[src/rtl/pipe_interlock.sv]
module pipe_interlock #(
  parameter int NREG      = 32,
  parameter int BASE_WB   = 3,
  parameter int LAT_LD    = 1,
  parameter int LAT_FADD  = 3,
  parameter int LAT_FMUL  = 6,
  parameter int LAT_FDIV  = 24,
  localparam int RW       = $clog2(NREG)
) (
  input  logic          clk,
  input  logic          rst_n,
  input  logic          fwd_en,
  input  logic          id_valid,
  input  logic [2:0]    id_unit,
  input  logic [RW-1:0] id_dst,
  input  logic          id_dst_we,
  input  logic [RW-1:0] id_src1,
  input  logic          id_src1_en,
  input  logic [RW-1:0] id_src2,
  input  logic          id_src2_en,
  output logic          stall,
  output logic          ex_valid,
  output logic          fetch_kill
);
  function automatic int imax(int a, int b);
    return (a > b) ? a : b;
  endfunction

  localparam int LAT_MAX = imax(imax(LAT_LD, LAT_FADD), imax(LAT_FMUL, LAT_FDIV));
  localparam int WB_MAX  = BASE_WB + LAT_MAX;
  localparam int SLOTS   = WB_MAX + 1;
  localparam int CW      = $clog2(WB_MAX + 1);

  localparam logic [2:0] U_LD = 3'd1, U_FADD = 3'd2, U_FMUL = 3'd3, U_FDIV = 3'd4, U_BR = 3'd5;

  logic [CW-1:0]    lat_x, wb_off, wait_val;
  logic [CW-1:0]    cnt [NREG];
  logic [SLOTS-1:0] resv;
  logic             busy1, busy2, slot_taken, issue, writes;

  always_comb begin
    case (id_unit)
      U_LD:    lat_x = CW'(LAT_LD);
      U_FADD:  lat_x = CW'(LAT_FADD);
      U_FMUL:  lat_x = CW'(LAT_FMUL);
      U_FDIV:  lat_x = CW'(LAT_FDIV);
      default: lat_x = '0;
    endcase
  end

  assign wb_off     = (id_unit == U_LD) ? CW'(BASE_WB) : CW'(BASE_WB) + lat_x;
  assign wait_val   = fwd_en ? lat_x : wb_off - CW'(1);
  assign busy1      = id_src1_en && (cnt[id_src1] != '0);
  assign busy2      = id_src2_en && (cnt[id_src2] != '0);
  assign slot_taken = id_dst_we && resv[wb_off];
  assign stall      = id_valid && (busy1 || busy2 || slot_taken);
  assign issue      = id_valid && !stall;
  assign writes     = issue && id_dst_we;
  assign fetch_kill = issue && (id_unit == U_BR) && !fwd_en;

  always_ff @(posedge clk) begin
    if (!rst_n) begin
      resv     <= '0;
      ex_valid <= 1'b0;
    end else begin
      resv     <= {1'b0, resv[SLOTS-1:1]} | (writes ? (SLOTS'(1) << (wb_off - CW'(1))) : '0);
      ex_valid <= issue;
    end
  end

  for (genvar r = 0; r < NREG; r++) begin : g_reg
    logic [CW-1:0] dec;
    assign dec = (cnt[r] == '0) ? '0 : cnt[r] - CW'(1);
    always_ff @(posedge clk) begin
      if (!rst_n)
        cnt[r] <= '0;
      else if (writes && (id_dst == RW'(r)))
        cnt[r] <= (wait_val > dec) ? wait_val : dec;
      else
        cnt[r] <= dec;
    end

    assert_cnt_bound_R3: assert property (@(posedge clk) disable iff (!rst_n)
      cnt[r] <= CW'(WB_MAX));
  end

  assert_stall_needs_instr_R9: assert property (@(posedge clk) disable iff (!rst_n)
    stall |-> id_valid);
  assert_bubble_after_stall_R7: assert property (@(posedge clk) disable iff (!rst_n)
    stall |=> !ex_valid);
  assert_valid_after_issue_R7: assert property (@(posedge clk) disable iff (!rst_n)
    (id_valid && !stall) |=> ex_valid);
  assert_kill_nofwd_only_R8: assert property (@(posedge clk) disable iff (!rst_n)
    fetch_kill |-> (!fwd_en && id_valid && !stall));
endmodule

[config.mk]
export PLATFORM = sky130hd
export DESIGN_NAME = pipe_interlock
export DESIGN_NICKNAME = d
export VERILOG_FILES = /design/src/rtl/pipe_interlock.sv
export SDC_FILE = /design/constraint.sdc
export NUM_CORES = 1
export LEC_CHECK = 0
export BUFFER_PORTS_ARGS = -buffer_cell sky130_fd_sc_hd__clkbuf_2
export CORE_MARGIN = 2
export CORE_UTILIZATION = 59
export DETAILED_ROUTE_END_ITERATION = 7
export GPL_TIMING_DRIVEN = 1
export PLACE_DENSITY_LB_ADDON = 0.08
export SYNTH_ARGS = -nofsm -noshare
export SYNTH_HDL_FRONTEND = slang
export SYNTH_SLANG_ARGS = --single-unit
export TNS_END_PERCENT = 1
[constraint.sdc]
create_clock -name clk -period 7.2 [get_ports clk]
set_input_delay 1.08 -clock clk [delete_from_list [all_inputs] [get_ports clk]]
set_output_delay 1.08 -clock clk [all_outputs]
set_load 0.01 [all_outputs]
==> impl_results.md <==
* Worst setup endpoint: fetch_kill
* Unrepaired setup endpoints after global routing: no
* Synth Area in Adders at 0.1515
* Worst setup EP type: output port
* Seq/Total Area, Yosys at 0.3310
* Share of the synthesized area in the top cell type at 0.2953
* Met2 Routed Length at ~21 mm
* CTS hold repair buffers at 0
* Max Fclk at ~0.18 GHz
* # diodes at 0
* Clock network latency to the later pin of the worst-skew pair at between 0.4 and 0.5 ns
* Antenna viol nets, final at 0
* Setup slack, reg-to-reg at roughly 3.2 ns
* XOR/XNOR Fraction of Synth Area at 0.01453
* Power Density at 184.2 nW/µm²
* Critical-path cell list: clkbuf_2 > nor2b_1 > inv_1 > ha_1 > o21ai_1 > inv_1 > a221oi_1 > or4b_1 > a31oi_1 > or3_1 > nor2_1 > and3_1 > clkbuf_2
* Port buffer count at 27
* HP Class: register to register
* Buf/Inv on CP at 4
* CTS tree: done
* Max-slew headroom at 0.2192
* Reg-to-reg critical path endpoint: cnt[24][0]
* Worst reg2reg path depth at 8
* Root Buffer: clkbuf_16
* Crit Path Class: primary input to output port
* Die Span Y at between 150 and 200 µm
* Largest net degree at the start of global routing at 81
* CP startpoint: id_unit[1]
* Global-route usage over all layers at 0.3142
* Via density at around 6.1
* Core Box Area at 27030 µm²
* Synth Flop Type: edfxtp_1
* Worst clock skew at 0.01530 ns
* Vias in the first global route at between 10000 and 15000
* Layout cells sized above 1 at 0.07760
* Die extent in x at between 150 and 200 µm
* CP arrival at around 4.5 ns
* Setup TNS at 0 ns
* Crit path max-delay family: simple AND/OR/NAND/NOR gates
* Synth unique cells at 59
* Total Wirelength at 43.94 mm
* Starting density of the core at 0.6020
* Cell count along the critical path at 13
* Post-synth EDFFs at 160
* Slowest cell delay on critical path at around 0.70 ns
* Critical Path Source Type: primary input
* Syn Std Cell Area at approximately 16000 µm²
* Largest cells by area after synthesis: edfxtp_1 (30%), ha_1 (15%), mux2i_1 (9.9%)
* Mapped Cells at 1776
* Die area at 28920 µm²
* IO Count at 28
* Vias post-DR at roughly 14000
* Clock-pin slew on the worst setup and hold paths at approximately 0.080 ns
* Origin of the critical flop-to-flop path: cnt[4][0]
* Area after DPL at between 15000 and 20000 µm²
* Hold Slack at between 0.4 and 0.5 ns
* Final Hold Vio Count at 0
* Routed wire length per instance at just under 20 µm
* M1 wire length at ~19 mm
* RD Place Congestion at 0.9015
* Post-synthesis compound-gate area fraction at 0.1107
* Post-DP HPWL at around 30 mm
* Filler cells at between 2000 and 2500
* Status: finished, final reports clean
* Tightest Pin Transition at 1.155 ns
* Initial drt markers at 1247
* Placed instance count at 2255
* Initial antenna violation count at 1
* Uppermost layer routed: met5
* TritonRoute pass-1 iters at 5
* Finished Cell Area at about 18000 µm²
* Main combinational cell family by area after synthesis: simple AND/OR/NAND/NOR gates
* Total CTS buffers at 17
* FP Rows at 60
* PostCTS Resize Cnt at 0
* Yosys warning count at 0
* Slew Limit Fails at 0
* Max VDD drop at between 0.1 and 0.15 mV
* Fraction of the mapped netlist area in simple logic gates at 0.2367
* Crit-path max FO at 20
* Total Power at about 3300 µW
* Final period utilization at 0.7767
* DR WL met3 at about 3.0 mm
* First-pass GRT wire length at ~71 mm
* CTS Sinks at about 190
* Yosys top cell by area: edfxtp_1
* H-tree Lvls at 4
* Slowest stage cell, crit path: or3_1
* CP Data Required Time at slightly above 6 ns
* Async set or reset register ratio after synthesis at 0
* Non-filler cells, final at 2287
* Worst Hold Depth at 1
* Clk buf depth at 2
* Mean Syn Cell Area at approximately 9 µm²
* Final nets at 2155
* DRC at 0
* Pleak at around 0.0085 µW
* Overflow after GRT at 0
* Layout area overhead at 10.16%
* Max-Cap Viols at 0
* #FFs+latches synth at 189
* Final setup violating endpoints at 0
* Tmin final at approximately 5.6 ns
* Mux share of post-synthesis cell area at 0.1212
* Post-CTS Setup Repair Bufs at 0
==> worst min-delay path by stage <==
| stage | startpoint | to |
|---|---|---|
| floorplan | resv[14] | resv[13] |
| global placement | resv[14] | resv[13] |
| detailed placement | resv[17] | resv[16] |
| CTS | resv[17] | resv[16] |
| global route | resv[18] | resv[17] |
| finish | resv[18] | resv[17] |
==> layer usage <==
metal / vias to the layer above / global-route usage
met3: 91 / 0.03442
met2: 515 / 0.5387
met1: 6588 / 0.4106
li1: 6672 / -
met5: - / 0
met4: 2 / 0.1148
==> stage by stage <==
stage / setup slack, ns / util
after floorplan: 0.4501 / -
after global placement: 1.499 / 0.6415
after global routing: 1.190 / 0.6632
final: 1.608 / 0.6632
after detailed placement: 1.221 / 0.6415
after CTS: 1.650 / 0.6632
==> worst register-to-register path, cell delays in order, from the launching register on <==
cell,delay (ns)
edfxtp_1,0.44
or4_4,0.56
or2_1,0.25
mux4_2,0.46
nor2_1,0.09
a2111oi_0,0.12
or3_1,0.78
or4_1,0.80
mux2i_1,0.18
==> kinds of logic (layout without fill, tap and decap cells) <==
group,Yosys count,after routing
buffers and inverters,138,149
AOI/OAI and AO/OA,290,290
and+or+nand+nor,748,748
adders and majority gates,197,197
DFF,189,189
xor gates and xnor gates,27,27
other,1,160
muxes,186,186
==> power breakdown <==
part	total [µW]	switching, µW	internal (µW)
Clock	987	481	506
Combinational	965	556	409
Sequential	1350	70.1	1280
Total	3300	1110	2200
==> state kept, by name, indices dropped and copies added (netlist names) <==
| name | count |
|---|---|
| cnt | 160 |
| resv | 28 |
| ex_valid | 1 |
==> cells in the final DEF (no fill, tap or decap), drive strengths merged, types with 16 or more instances in the layout <==
cell / instances
ha: 197
mux2i: 161
edfxtp: 160
conb: 160
nand2: 154
nor2: 149
nand2b: 110
o21ai: 105
inv: 80
nand3: 78
a21oi: 49
clkbuf: 47
o21a: 44
nor3: 44
or2: 41
nor2b: 37
nand4: 32
or3: 32
dfxtp: 29
xor2: 25
a21o: 25
or4: 24
o31ai: 23
mux2: 18
buf: 18
nor4: 16
==> area by class of cell <==
class                      instances  area (µm²)  share of cell area
tap                              341       426.7             0.02380
clock inverter                    11       93.84            0.005236
inverter                          73       274.0             0.01529
timing repair buffer              44       265.3             0.01480
sequential                       189        5385              0.3005
multi-input combinational       1608       10990              0.6129
clock buffer                      21       493.0             0.02750
==> synth_stat cells, drive strengths merged (8+ instances only) <==
master	count
a211oi	8
or3	32
inv	73
or2	41
o21a	44
and2	9
nor3	44
mux2	18
clkbuf	48
nor2	149
nand4	32
dfxtp	29
xor2	25
nor2b	37
o31ai	23
edfxtp	160
a21oi	49
mux2i	161
nor4	16
o21ai	105
and3	8
or4	24
a31oi	11
nand2	154
a21o	25
nand2b	110
nand3	78
buf	17
ha	197
Power figures use the tool's default switching activity.
